## src/rtl/ind_pkg.sv

```systemverilog
package ind_pkg;

    localparam int ADDR_W = 16;
    localparam int DATA_W = 32;
    localparam int LEN_W  = 2;
    localparam int NBYTES = DATA_W / 8;

    localparam logic [7:0] OP_READ  = 8'hC0;
    localparam logic [7:0] OP_WRITE = 8'h80;
    localparam int         BUSY_BIT = DATA_W - 1;

    typedef enum logic [2:0] {
        ST_IDLE,
        ST_DATA_WR,
        ST_CMD_WR,
        ST_POLL,
        ST_DATA_RD,
        ST_FIN
    } seq_state_e;

    typedef struct packed {
        logic              wr;
        logic [ADDR_W-1:0] addr;
        logic [LEN_W-1:0]  len;
        logic [DATA_W-1:0] wdata;
    } host_req_t;

    typedef struct packed {
        logic              req;
        logic              wr;
        logic [ADDR_W-1:0] addr;
        logic [LEN_W-1:0]  len;
        logic [DATA_W-1:0] wdata;
    } mst_cmd_t;

    function automatic logic [DATA_W-1:0] build_cmd(input host_req_t r);
        logic [7:0] count;
        count = 8'(r.len) + 8'd1;
        return {(r.wr ? OP_WRITE : OP_READ), count, r.addr};
    endfunction

    function automatic logic [DATA_W-1:0] mask_bytes(input logic [DATA_W-1:0] d,
                                                     input logic [LEN_W-1:0]  len);
        logic [DATA_W-1:0] o;
        o = '0;
        for (int b = 0; b < NBYTES; b++) begin
            if (b <= int'(len)) o[b*8 +: 8] = d[b*8 +: 8];
        end
        return o;
    endfunction

endpackage

```

## src/rtl/ind_req_latch.sv

```systemverilog
module ind_req_latch
    import ind_pkg::*;
(
    input  logic              clk,
    input  logic              rst,
    input  logic              accept,
    input  logic              h_wr,
    input  logic [ADDR_W-1:0] h_addr,
    input  logic [LEN_W-1:0]  h_len,
    input  logic [DATA_W-1:0] h_wdata,
    input  logic              capture,
    input  logic [DATA_W-1:0] m_rdata,
    output host_req_t         lat,
    output logic [DATA_W-1:0] rdata
);

    always_ff @(posedge clk) begin
        if (rst) begin
            lat   <= '0;
            rdata <= '0;
        end else begin
            if (accept) begin
                lat.wr    <= h_wr;
                lat.addr  <= h_addr;
                lat.len   <= h_len;
                lat.wdata <= h_wdata;
            end
            if (capture) rdata <= mask_bytes(m_rdata, lat.len);
        end
    end

endmodule

```

## src/rtl/ind_poll_timer.sv

```systemverilog
module ind_poll_timer #(
    parameter int MAX_POLLS = 8
) (
    input  logic clk,
    input  logic rst,
    input  logic clr,
    input  logic inc,
    output logic last
);

    localparam int CNT_W = (MAX_POLLS > 1) ? $clog2(MAX_POLLS) : 1;
    localparam logic [CNT_W-1:0] LAST_VAL = CNT_W'(MAX_POLLS - 1);

    logic [CNT_W-1:0] cnt;

    always_ff @(posedge clk) begin
        if (rst || clr) cnt <= '0;
        else if (inc && cnt != LAST_VAL) cnt <= cnt + 1'b1;
    end

    assign last = (cnt == LAST_VAL);

endmodule

```

## src/rtl/ind_seq_ctrl.sv

```systemverilog
module ind_seq_ctrl
    import ind_pkg::*;
(
    input  logic       clk,
    input  logic       rst,
    input  logic       h_req,
    input  logic       h_wr,
    input  logic       lat_wr,
    input  logic       m_ack,
    input  logic       m_busy,
    input  logic       poll_last,
    output seq_state_e state,
    output logic       accept,
    output logic       poll_clr,
    output logic       poll_inc,
    output logic       capture,
    output logic       err_q
);

    seq_state_e nxt;
    logic       err_set;

    assign accept   = (state == ST_IDLE) && h_req;
    assign poll_clr = (state == ST_CMD_WR) && m_ack;
    assign poll_inc = (state == ST_POLL) && m_ack;
    assign capture  = (state == ST_DATA_RD) && m_ack;

    always_comb begin
        nxt     = state;
        err_set = 1'b0;
        case (state)
            ST_IDLE:    if (h_req) nxt = h_wr ? ST_DATA_WR : ST_CMD_WR;
            ST_DATA_WR: if (m_ack) nxt = ST_CMD_WR;
            ST_CMD_WR:  if (m_ack) nxt = ST_POLL;
            ST_POLL: begin
                if (m_ack) begin
                    if (!m_busy) begin
                        nxt = lat_wr ? ST_FIN : ST_DATA_RD;
                    end else if (poll_last) begin
                        nxt     = ST_FIN;
                        err_set = 1'b1;
                    end
                end
            end
            ST_DATA_RD: if (m_ack) nxt = ST_FIN;
            ST_FIN:     nxt = ST_IDLE;
            default:    nxt = ST_IDLE;
        endcase
    end

    always_ff @(posedge clk) begin
        if (rst) begin
            state <= ST_IDLE;
            err_q <= 1'b0;
        end else begin
            state <= nxt;
            if (accept)       err_q <= 1'b0;
            else if (err_set) err_q <= 1'b1;
        end
    end

endmodule

```

## src/rtl/ind_mst_drive.sv

```systemverilog
module ind_mst_drive
    import ind_pkg::*;
#(
    parameter logic [ADDR_W-1:0] CMD_REG_ADDR  = 16'h0304,
    parameter logic [ADDR_W-1:0] DATA_REG_ADDR = 16'h0300
) (
    input  seq_state_e state,
    input  host_req_t  lat,
    output mst_cmd_t   cmd
);

    localparam logic [LEN_W-1:0] FULL_LEN = LEN_W'(NBYTES - 1);

    always_comb begin
        cmd      = '0;
        cmd.len  = FULL_LEN;
        case (state)
            ST_DATA_WR: begin
                cmd.req   = 1'b1;
                cmd.wr    = 1'b1;
                cmd.addr  = DATA_REG_ADDR;
                cmd.wdata = lat.wdata;
            end
            ST_CMD_WR: begin
                cmd.req   = 1'b1;
                cmd.wr    = 1'b1;
                cmd.addr  = CMD_REG_ADDR;
                cmd.wdata = build_cmd(lat);
            end
            ST_POLL: begin
                cmd.req  = 1'b1;
                cmd.addr = CMD_REG_ADDR;
            end
            ST_DATA_RD: begin
                cmd.req  = 1'b1;
                cmd.addr = DATA_REG_ADDR;
                cmd.len  = lat.len;
            end
            default: cmd = '0;
        endcase
    end

endmodule

```

## src/rtl/ind_reg_seq.sv

```systemverilog
module ind_reg_seq
    import ind_pkg::*;
#(
    parameter logic [ADDR_W-1:0] CMD_REG_ADDR  = 16'h0304,
    parameter logic [ADDR_W-1:0] DATA_REG_ADDR = 16'h0300,
    parameter int                MAX_POLLS     = 8
) (
    input  logic              clk,
    input  logic              rst,
    input  logic              h_req,
    input  logic              h_wr,
    input  logic [ADDR_W-1:0] h_addr,
    input  logic [LEN_W-1:0]  h_len,
    input  logic [DATA_W-1:0] h_wdata,
    output logic              h_ready,
    output logic              h_done,
    output logic              h_err,
    output logic [DATA_W-1:0] h_rdata,
    output logic              m_req,
    output logic              m_wr,
    output logic [ADDR_W-1:0] m_addr,
    output logic [LEN_W-1:0]  m_len,
    output logic [DATA_W-1:0] m_wdata,
    input  logic              m_ack,
    input  logic [DATA_W-1:0] m_rdata
);

    seq_state_e state;
    host_req_t  lat;
    mst_cmd_t   cmd;
    logic       accept, poll_clr, poll_inc, poll_last, capture, err_q;

    ind_seq_ctrl u_ctrl (
        .clk       (clk),
        .rst       (rst),
        .h_req     (h_req),
        .h_wr      (h_wr),
        .lat_wr    (lat.wr),
        .m_ack     (m_ack),
        .m_busy    (m_rdata[BUSY_BIT]),
        .poll_last (poll_last),
        .state     (state),
        .accept    (accept),
        .poll_clr  (poll_clr),
        .poll_inc  (poll_inc),
        .capture   (capture),
        .err_q     (err_q)
    );

    ind_req_latch u_latch (
        .clk     (clk),
        .rst     (rst),
        .accept  (accept),
        .h_wr    (h_wr),
        .h_addr  (h_addr),
        .h_len   (h_len),
        .h_wdata (h_wdata),
        .capture (capture),
        .m_rdata (m_rdata),
        .lat     (lat),
        .rdata   (h_rdata)
    );

    ind_poll_timer #(.MAX_POLLS(MAX_POLLS)) u_timer (
        .clk  (clk),
        .rst  (rst),
        .clr  (poll_clr),
        .inc  (poll_inc),
        .last (poll_last)
    );

    ind_mst_drive #(
        .CMD_REG_ADDR  (CMD_REG_ADDR),
        .DATA_REG_ADDR (DATA_REG_ADDR)
    ) u_drive (
        .state (state),
        .lat   (lat),
        .cmd   (cmd)
    );

    assign h_ready = (state == ST_IDLE);
    assign h_done  = (state == ST_FIN);
    assign h_err   = (state == ST_FIN) && err_q;
    assign m_req   = cmd.req;
    assign m_wr    = cmd.wr;
    assign m_addr  = cmd.addr;
    assign m_len   = cmd.len;
    assign m_wdata = cmd.wdata;

endmodule

```

## config.mk

```make
export PLATFORM = sky130hd
export DESIGN_NAME = ind_reg_seq
export DESIGN_NICKNAME = d
export VERILOG_FILES = /design/src/rtl/ind_pkg.sv /design/src/rtl/ind_req_latch.sv /design/src/rtl/ind_poll_timer.sv /design/src/rtl/ind_seq_ctrl.sv /design/src/rtl/ind_mst_drive.sv /design/src/rtl/ind_reg_seq.sv
export SDC_FILE = /design/constraint.sdc
export NUM_CORES = 1
export LEC_CHECK = 0
export BUFFER_PORTS_ARGS = -buffer_cell sky130_fd_sc_hd__buf_2
export CAP_MARGIN = 5
export CORE_MARGIN = 2
export CORE_UTILIZATION = 51
export CTS_CLUSTER_SIZE = 14
export DETAILED_ROUTE_END_ITERATION = 7
export MAX_ROUTING_LAYER = met4
export PLACE_DENSITY = 0.82
export RECOVER_POWER = 50
export SLEW_MARGIN = 0
export SYNTH_ARGS = -nofsm -noshare
export SYNTH_HDL_FRONTEND = slang
export SYNTH_SLANG_ARGS = --single-unit
```

## constraint.sdc

```tcl
create_clock -name clk -period 2.3 [get_ports clk]
set_clock_uncertainty 0.15 [all_clocks]
set_input_delay 0.115 -clock clk [delete_from_list [all_inputs] [get_ports clk]]
set_output_delay 0.115 -clock clk [all_outputs]
set_load 0.1 [all_outputs]
```

; After elaboration in Yosys (flattened, before gate mapping)
; Index checks and enable logic that the tools add are counted.
[op_classes]
div = 0
n_reduce_logical = 15
eq_ne = 13
add_sub_neg = 2
magnitude_cmp = 3
mux = 23
multipliers = 0
shift = 0
bitwise_logic = 0
[op_table]
columns = op, n
row1 = case mux 32 bit (2 select lines), 1
row2 = 2-to-1 mux 8 bit, 3
row3 = 2-to-1 mux 3 bit, 7
row4 = case mux 10 bit (2 select lines), 1
row5 = case mux 3 bit (5 select lines), 1
row6 = "!= test 2 bit, second input constant", 5
row7 = "equality test 3 bit, second input constant", 3
row8 = OR reduction 2 bit, 4
row9 = 2-to-1 mux 1 bit, 7
row10 = 2-to-1 mux 7 bit, 1
row11 = "equality test 3 x 2 -> 1 bit, second input constant", 2
row12 = logical AND 1 bit, 6
row13 = "!= test 3 bit, second input constant", 2
row14 = AND reduction 6 bit, 1
row15 = "less-or-equal comparator 2 bit, first input constant", 2
row16 = case mux 2 bit (2 select lines), 1
row17 = OR reduction 4 bit, 1
row18 = "adder 2 x 1 -> 3 bit, second input constant", 1
row19 = "adder 3 x 1 -> 3 bit, second input constant", 1
row20 = "equality test 3 x 1 -> 1 bit, second input constant", 1
row21 = zero test 3 bit, 1
row22 = OR reduction 3 bit, 1
row23 = "less-or-equal comparator 1 x 2 -> 1 bit, first input constant", 1
row24 = 2-to-1 mux 2 bit, 1
row25 = logical OR 1 bit, 1
[totals]
rom_bits = 0
word_cells = 64
memories = 0
register_bits = 90
ram_bits = 0
latch_bits = 0

; Logic depth before layout (Yosys ltp)
; Gate-level depths: netlist (run 1).
[depth]
ltp_word = 5
mapped_depth = 7

; Modules after synthesis
; Synthesis (run 1) repeated with hierarchy kept, for this count alone.
[hier_totals]
hier_cells = 462
area_unflattened_um2 = 4514.3
[by_module_without_submodules]
columns = mod, cells_each, instances, area_each_um2
row1 = ind_req_latch, 299, 1, 3198.1
row2 = ind_mst_drive, 115, 1, 874.6
row3 = ind_seq_ctrl, 33, 1, 274.0
row4 = ind_poll_timer, 12, 1, 142.6
row5 = ind_reg_seq, 3, 1, 25.0

; Worst setup path before layout (run 1)
; No wires, ideal clock.
[synth_timing]
kind = register to output
startpoint = register u_ctrl.state[1]
endpoint = output port h_err
stages_incl_launch_ff = 5
n_path_buf = 1
required_ns = 2.035
arrival_time_ns = 2.864
slack_ns = -0.829
path_cell_list = dfxtp_1 > buf_2 > nand2b_1 > nor2_1 > and2_1
[synth_via]
elab_chain_cells = 2
[synth_rtl]
columns = item, line_no
row1 = "start, declared", ind_seq_ctrl.sv:12  ; output seq_state_e state,
row2 = "start signal, assigned", ind_seq_ctrl.sv:56  ; state <= nxt;
row3 = equality test 3 bit, -
row4 = via h_done, ind_reg_seq.sv:16  ; output logic h_done,
row5 = logical AND 1 bit, ind_reg_seq.sv:83  ; assign h_err = (state == ST_FIN) && err_q;
row6 = "end, declared", ind_reg_seq.sv:17  ; output logic h_err,
; The timed path passes the listed nets, and every way through them passes these cells.

; Worst setup path in the final report (run 1)
[layout_timing]
startpoint = register u_ctrl.state[2]
endpoint = output port m_wdata[11]
[layout_via]
elab_chain_cells = 2
word_cells_on_any_way = 3
[layout_rtl]
columns = item, line_no
row1 = equality test 3 x 2 -> 1 bit or equality test 3 x 1 -> 1 bit (tied branches), ind_mst_drive.sv:17  ; case (state)
row2 = case mux 32 bit (2 select lines) (*), ind_mst_drive.sv:17
row3 = "end, declared", ind_reg_seq.sv:23  ; output logic [DATA_W-1:0] m_wdata,
; Mark *: on every way between the ends. The rest lies on a longest branch, timed or not.

==> results by group, run 1 <==
Status
  • Result of the run: finished clean

Power
  • Switching Power: 3.00 mW
  • Sequential fraction of design power: 30.8%
  • Clock network power share: 19.3%
  • P_leak: 2.47 nW
  • Power per cell area: 1040 nW/um^2
  • Cell-internal power: 3.22 mW
  • Fraction of power spent switching nets: 48.2%
  • Worst voltage drop across the vdd grid: 0.000934 V
  • Part of the total power dissipated in combinational logic: 50.0%
  • Power, Total: 6.21 mW

Setup path
  • Worst reg2reg path depth: 4
  • Beginning of the critical path: u_ctrl.state[2]$_SDFFE_PP0P_
  • Critical Path Most Common Cell: sky130_fd_sc_hd__buf_4
  • Data required time at the worst endpoint: 2.04 ns
  • CP startpoint kind: flip-flop
  • Number of gates on the worst path with buffers counted: 5
  • Crit-path cells: buf_4 -> nor2_2 -> buf_4 -> a22o_1 -> buf_12
  • Launching point of the worst reg2reg path: u_ctrl.state[1]$_SDFFE_PP0P_
  • CP top delay family: buffers and inverters
  • Crit path capture: m_wdata[11]
  • Critical path peak fanout: 19
  • Highest-delay cell along the critical path: sky130_fd_sc_hd__dfxtp_1
  • Stage delay of the slowest cell on the critical path: 0.52 ns
  • Capture point of the worst reg-to-reg path: u_latch.lat[6]$_SDFFE_PP0P_
  • Worst Path Buf+Inv: 3
  • Worst Setup End Kind: output port
  • Signal arrival time at the worst endpoint: 1.89 ns
  • Type of the setup path with the least slack: flip-flop to output port
  • R2R setup slack: 0.24 ns

CTS
  • Clock Pin Slew Worst Setup and Hold Paths: 0.09 ns
  • Clock buffer count from CTS: 9
  • CTS HTree Levels: 3
  • TritonCTS Sinks: 90
  • Clock tree from TritonCTS: built
  • Clock tree root buffer cell: sky130_fd_sc_hd__clkbuf_8
  • Maximum clock path buffer count: 2
  • Post-CTS Repair Setup Buffers: 0
  • Clock latency on the worst-skew pair: 0.33 ns

Finish
  • Diode count: 0
  • P&R area growth vs syn: 55.2%
  • Area used by multi-input combinational logic: 1780 sq um
  • Final nets: 800
  • Fill cells: 437
  • Fraction of final layout cells with drive strength greater than 1: 22.9%
  • Sequential cell area: 1800 sq um

Detailed routing
  • Vias per inst: 5.27
  • Total via count after detailed routing: 4,276
  • Routed WL per cell: 15.5 microns
  • DRC violation total after the first TritonRoute iteration: 284
  • Initial DRT Pass Iterations: 4
  • Met3 routed wirelength: 921 microns
  • Routed wire length on met2: 6300 microns
  • Antenna-violating nets left: 0
  • Highest signal layer in the routed design: met4
  • Post-route met1 wirelength: 5010 microns
  • Total Wirelength: 12,600 microns
  • Remaining routing DRC violations: 0

STA
  • Worst slew margin: 19.9%
  • Part of the cycle the worst path needs: 93.5%
  • Final-report setup violation count: 0
  • Number of max-slew violations in the final report: 0
  • Aggregate negative setup slack: 0 ns
  • Shortest clock period the worst path allows after layout: 2.15 ns
  • Unrepaired setup endpoints after global routing: no
  • Worst Hold Margin: 0.192 ns
  • Final count of hold timing violations: 0
  • Pin slew with the least headroom to its limit: 1.21 ns
  • Peak clock frequency supported by timing: 465 MHz

Synth
  • Synthesis-stage register bit count: 90
  • Post-synthesis cell type count: 38
  • Area fraction of the dominant cell type after synthesis: 46.7%
  • Mapped cell area: 3860 sq um
  • Top post-synthesis cells by area: sky130_fd_sc_hd__dfxtp_1 47%, sky130_fd_sc_hd__nand2_1 15%, sky130_fd_sc_hd__a21oi_1 11%, sky130_fd_sc_hd__a22o_1 4.1%, sky130_fd_sc_hd__buf_4 3.9%
  • Part of the Yosys area used for sequential elements: 46.7%
  • Count of synthesis-stage warnings from yosys: 0
  • Post-synth EDFFs: 0
  • Fraction of registers with async set/reset: 0%
  • Library cell occupying the most area in the post-synthesis netlist: sky130_fd_sc_hd__dfxtp_1
  • Synthesized area per cell: 7.92 sq um
  • Most common flop cell mapped by yosys: sky130_fd_sc_hd__dfxtp_1
  • Post-synthesis cell count: 487

GRT
  • Global-route wire length before repair: 19,800 microns
  • Vias in the first global route: 4,202
  • Total global-route track usage: 29.9%
  • Pin count of the biggest net entering global routing: 53
  • Overflow left after global routing: 0
  • Number of antenna violations at the first check in global routing: 0

Floorplanning
  • Area inside the core boundary: 7290 sq um
  • Placement row count: 31
  • DIE AREA: 8280 sq um
  • Starting density of the core: 52.9%
  • Die Span Y: 91.0 microns
  • Count of pins on the block boundary: 174
  • Width of the die: 91.0 microns

Placed design
  • Half-perimeter wire length after placement: 6820 microns
  • Weighted congestion reported at the end of routability-driven placement: 0.850
  • Port Buf Inserts: 160

Run
  • Max Cap Violations: 0

Min path
  • Worst min path class: input port to flip-flop
worst register-to-register path: stages (launching register included):
cell and delay [ns]:
sky130_fd_sc_hd__dfxtp_2 0.40, sky130_fd_sc_hd__nor3_2 0.23, sky130_fd_sc_hd__and2_2 0.80, sky130_fd_sc_hd__nand2_1 0.17, sky130_fd_sc_hd__a21oi_1 0.23
synth_stat cells (all sizes together), types with 2 or more instances:
cell / number
nor3: 2
nand2b: 5
nand3: 19
inv: 4
xnor2: 2
a21oi: 86
o21ai: 6
clkbuf: 19
nand2: 151
and2: 13
buf: 34
nand3b: 8
ha: 5
a22o: 18
nor2: 7
dfxtp: 90
mux2i: 4
power groups by stage:
stage | Sequential [mW] | Clock [mW] | Combinational [mW]
3_3_place_gp | 1.92 | 0 | 2.91
6_report | 1.91 | 1.20 | 3.10
3_5_place_dp | 1.93 | 0 | 2.94
2_1_floorplan | 1.88 | 0 | 2.40
5_1_grt | 1.94 | 1.29 | 3.24
4_1_cts | 1.90 | 1.21 | 3.06
worst min path at each step:
stage | from | endpoint | slack, ns | cells after the start
6_report | h_req | u_latch.lat[33]$_SDFFE_PP0P_ | 0.19 | 5
5_1_grt | h_req | u_latch.lat[50]$_SDFFE_PP0P_ | 0.20 | 5
4_1_cts | h_req | u_ctrl.state[1]$_SDFFE_PP0P_ | 0.16 | 4
3_5_place_dp | h_wdata[9] | u_latch.lat[9]$_SDFFE_PP0P_ | 0.21 | 3
3_3_place_gp | h_wdata[9] | u_latch.lat[9]$_SDFFE_PP0P_ | 0.21 | 3
2_1_floorplan | h_wdata[19] | u_latch.lat[19]$_SDFFE_PP0P_ | 0.10 | 2
cell usage in the layout, fill, tap and decap left out, types with 8 or more instances in the layout:
master and instances:
sky130_fd_sc_hd__nand3b_1 8, sky130_fd_sc_hd__a21oi_1 86, sky130_fd_sc_hd__nand2_1 151, sky130_fd_sc_hd__buf_12 24
sky130_fd_sc_hd__conb_1 13, sky130_fd_sc_hd__and2_1 12, sky130_fd_sc_hd__a22o_1 18, sky130_fd_sc_hd__buf_2 91
sky130_fd_sc_hd__nand3_1 19, sky130_fd_sc_hd__clkbuf_1 32, sky130_fd_sc_hd__clkbuf_8 10, sky130_fd_sc_hd__dlygate4sd3_1 84
sky130_fd_sc_hd__dfxtp_1 88
area by class of cell:
| type | count | area share (%) |
|---|---|---|
| flip-flops and latches | 90 | 30.1 |
| clock inverters | 6 | 1.48 |
| multi-input cells | 351 | 29.8 |
| repair buffers | 251 | 33.9 |
| clock buffers | 10 | 2.30 |
| inverters | 5 | 0.313 |
| well taps | 99 | 2.07 |
registers in the layout, indices dropped and copies added, names as in the netlist:
register       count
u_ctrl.err_q       1
u_ctrl.state       3
u_latch.lat       51
u_latch.rdata     32
u_timer.cnt        3
cells by family (layout without fill, tap and decap cells):
logic type	after synthesis	in the layout	synth area share [%]
AND/OR/NAND/NOR	211	211	24.2
AO/OA/AOI/OAI	116	116	17.3
flip-flops	90	90	46.7
buffers and inverters	58	272	8.62
adder cells (fa/ha/maj)	5	5	1.62
multiplexers	4	4	1.04
XOR/XNOR	2	2	0.454
other	1	13	0.0972
metrics by stage:
| stage | utilization, % | cell area (sq um) | setup slack, ns | instances |
|---|---|---|---|---|
| after floorplan | - | 3920 | -0.741 | 499 |
| after global placement | 67.8 | 4940 | 0.355 | 712 |
| after detailed placement | 67.8 | 4940 | 0.281 | 712 |
| after CTS | 82.5 | 6020 | 0.00170 | 812 |
| after global routing | 82.1 | 5990 | 0.0822 | 812 |
| final | 82.1 | 5990 | 0.150 | 812 |
timing repair:
action,4_1_cts,5_1_grt
resized for setup,3,11
hold endpoints to repair,88,0
hold buffers,84,0
setup endpoints to repair,3,17
layer usage:
metal  vias up  global-route usage, %
met5         -                      -
li1       2024                      -
met1      1992                   34.9
met2       227                   51.8
met3        33                   4.65
met4         0                   11.5
(Power assumes the default switching activity.)
==> inputs of run 2 (changes only) <==
CORE_UTILIZATION = 47   (was 51)
PLACE_DENSITY = 0.8   (was 0.82)
clock period = 2.1 ns   (was 2.3 ns; I/O delays follow)
==> run 2 against run 1 <==
Worst setup slack got worse by 0.070 ns. Combinational power increased by 21%. Non-clock buffer count increased by 7. First-iteration DRC count decreased by 28%. Sequential power increased by 9.9%. Clock power decreased by 6%. Power increased by 12%. Critical path type unchanged. Critical endpoint unchanged. Largest cell class unchanged. Largest power group unchanged.
==> results by group, run 2 (synthesized netlist as in run 1, its figures left out) <==
STA
  • Final-report setup violation count: 0 (unchanged)
  • Worst Setup Slack, final: 0.0797 ns (-0.0702 ns)
  • Number of max-slew violations in the final report: 0 (unchanged)
  • Part of the cycle the worst path needs: 96.2%
  • Aggregate negative setup slack: 0 ns (unchanged)
  • Unrepaired setup endpoints after global routing: no
  • Peak clock frequency supported by timing: 495 MHz
  • Pin slew with the least headroom to its limit: 1.20 ns (-0.00956 ns)
  • Shortest clock period the worst path allows after layout: 2.02 ns
  • Final count of hold timing violations: 0 (unchanged)
  • Worst slew margin: 20.6% (+0.63 points)

Detailed routing
  • Remaining routing DRC violations: 0 (unchanged)
  • Total Wirelength: 13,100 microns (+3.7%)
  • Initial DRT Pass Iterations: 4 (unchanged)
  • Antenna-violating nets left: 0 (unchanged)
  • Routed WL per cell: 15.8 microns (+2.1%)
  • Total via count after detailed routing: 4,247 (-0.68%)
  • Vias per inst: 5.15 (-2.2%)
  • DRC violation total after the first TritonRoute iteration: 204 (-28%)

Setup path
  • CP top delay family: buffers and inverters
  • Capture point of the worst reg-to-reg path: u_latch.lat[15]$_SDFFE_PP0P_
  • R2R setup slack: 0.21 ns (-0.03 ns)
  • Worst Setup End Kind: output port
  • Launching point of the worst reg2reg path: u_ctrl.state[2]$_SDFFE_PP0P_
  • Type of the setup path with the least slack: flip-flop to output port
  • CP startpoint kind: flip-flop
  • Worst Path Buf+Inv: 2 (-1)
  • Worst reg2reg path depth: 5 (+1)
  • Crit-path cells: nand2b_4 -> nor2_4 -> bufbuf_16 -> a22o_2 -> buf_12
  • Critical path peak fanout: 16 (-3)
  • Signal arrival time at the worst endpoint: 1.77 ns (-0.12 ns)
  • Data required time at the worst endpoint: 1.85 ns (-0.19 ns)
  • Highest-delay cell along the critical path: sky130_fd_sc_hd__dfxtp_4
  • Stage delay of the slowest cell on the critical path: 0.40 ns (-0.12 ns)

CTS
  • TritonCTS Sinks: 90 (unchanged)
  • Maximum clock path buffer count: 2 (unchanged)
  • CTS HTree Levels: 3 (unchanged)
  • Clock tree from TritonCTS: built
  • Clock buffer count from CTS: 9 (unchanged)
  • Clock tree root buffer cell: sky130_fd_sc_hd__clkbuf_8
  • Clock Pin Slew Worst Setup and Hold Paths: 0.09 ns (about the same)
  • Post-CTS Repair Setup Buffers: 0 (unchanged)
  • Clock latency on the worst-skew pair: 0.35 ns (+0.02 ns)

Power
  • Power per cell area: 1110 nW/um^2 (+7.3%)
  • Clock network power share: 16.1% (-3.2 points)
  • P_leak: 2.57 nW (+4.1%)
  • Sequential fraction of design power: 30.1% (-0.7 points)
  • Switching Power: 3.40 mW (+13%)
  • Part of the total power dissipated in combinational logic: 53.7% (+3.7 points)
  • Fraction of power spent switching nets: 48.6% (+0.39 points)
  • Cell-internal power: 3.59 mW (+12%)
  • Worst voltage drop across the vdd grid: 0.000699 V (-25%)

Finish
  • Fraction of final layout cells with drive strength greater than 1: 26.9% (+4.1 points)
  • Final nets: 807 (+0.88%)
  • Area used by multi-input combinational logic: 1830 sq um (+2.6%)
  • Commonest non-fill, non-tap cells in the layout: 150 x sky130_fd_sc_hd__nand2_1, 92 x sky130_fd_sc_hd__buf_2, 87 x sky130_fd_sc_hd__dfxtp_1
  • Number of flip-flops in the largest register: 51 (unchanged)
  • Registers with the most flip-flops: u_latch.lat: 51 flops, u_latch.rdata: 32 flops
  • Diode count: 0 (unchanged)
  • P&R area growth vs syn: 62.5%
  • Sequential cell area: 1810 sq um (+0.35%)
  • Finished layout cell area: 6270 sq um (+4.7%)
  • Largest register by flop count: u_latch.lat
  • Core Util, Final: 77.5% (-4.6 points)
  • Fill cells: 535 (+22%)
  • Leading cell type in the layout, fill and taps excluded: sky130_fd_sc_hd__nand2_1

Floorplanning
  • Placement row count: 33 (+6.5%)
  • Area inside the core boundary: 8090 sq um (+11%)
  • Starting density of the core: 47.7% (-5.2 points)
  • DIE AREA: 8950 sq um (+8.1%)
  • Die Span Y: 94.6 microns (+4.0%)
  • Width of the die: 94.6 microns (+4.0%)
  • Count of pins on the block boundary: 174 (unchanged)

Run
  • Max Cap Violations: 0 (unchanged)

Min path
  • Worst min-delay path startpoint: h_req
  • Worst min path class: input port to flip-flop
  • Worst hold endpoint: u_ctrl.err_q$_SDFFE_PP0P_
  • Hold Path Cell Cnt: 3 (-2)

GRT
  • Pin count of the biggest net entering global routing: 46 (-13%)
  • Number of antenna violations at the first check in global routing: 0 (unchanged)
  • Total global-route track usage: 29.7% (-0.18 points)
  • Vias in the first global route: 4,256 (+1.3%)
  • Overflow left after global routing: 0 (unchanged)
  • Global-route wire length before repair: 20,300 microns (+2.2%)

Placed design
  • Weighted congestion reported at the end of routability-driven placement: 0.868 (+2.1%)
  • Pre-CTS setup slack: 0.210 ns (-0.0715 ns)
  • Post-detailed-placement cell area: 5250 sq um (+6.2%)
  • Half-perimeter wire length after placement: 7570 microns (+11%)
  • Port Buf Inserts: 160 (unchanged)

Status
  • Result of the run: finished clean
run 2: worst max-delay path by stage:
stage,startpoint,endpoint,slack [ns],depth (start not counted)
global route,u_ctrl.state[2]$_SDFFE_PP0P_,u_latch.lat[41]$_SDFFE_PP0P_,0.005,5
finish,u_ctrl.state[1]$_SDFFE_PP0P_,m_wdata[11],0.08,5
global placement,u_ctrl.state[0]$_SDFFE_PP0P_,m_wdata[30],0.29,6
CTS,u_ctrl.state[1]$_SDFFE_PP0P_,m_wdata[11],-0.0005,5
detailed placement,u_ctrl.state[1]$_SDFFE_PP0P_,m_wdata[2],0.21,5
floorplan,u_ctrl.state[1]$_SDFFE_PP0P_,m_wr,-0.34,3
run 2: cell type report:
type                            count  share of cell area, %
Inverter                            5                  0.299
Timing Repair Buffer              258                   36.5
Tap cell                          105                   2.09
Sequential cell                    90                   28.9
Clock inverter                      5                  0.598
Clock buffer                       11                   2.41
Multi-Input combinational cell    351                   29.2
run 2: through the flow:
step                      hold WS [ns]  power [mW]  cells
after CTS                       0.0965        6.98    825
after global routing             0.115        7.28    825
after floorplan                 0.0910        4.76    499
after detailed placement         0.200        5.67    724
final                           0.0839        6.98    825
after global placement           0.194        5.60    724
run 2: timing repair:
| action | in CTS | in global routing |
|---|---|---|
| gates resized for setup | 6 | 3 |
| pin swaps | 0 | 1 |
| cloned | 1 | 0 |
| setup endpoints to repair | 37 | 19 |
| endpoints found under the hold margin | 90 | 0 |
| hold buffers | 84 | 0 |
run 2: power by group through the flow:
stage               Clock (mW)  Sequential, mW  Combinational (mW)
floorplan                    0            2.06                2.70
global placement             0            2.11                3.49
detailed placement           0            2.13                3.54
CTS                       1.14            2.10                3.74
global route              1.21            2.14                3.93
finish                    1.13            2.10                3.75
run 2: worst reg2reg max path, cell delays in order, from the launching register on:
cell and delay, ns:
sky130_fd_sc_hd__dfxtp_2 0.43, sky130_fd_sc_hd__nor3_1 0.33, sky130_fd_sc_hd__and2_2 0.33, sky130_fd_sc_hd__buf_6 0.28, sky130_fd_sc_hd__nand2_1 0.13, sky130_fd_sc_hd__a21oi_1 0.16
run 2: metal layers:
layer / track usage, % / up-vias / wire (microns)
li1: - / 2043 / -
met4: 10.5 / 0 / 250
met2: 54.5 / 200 / 6770
met3: 6.54 / 23 / 1070
met1: 31.2 / 1981 / 4950
met5: - / - / 0
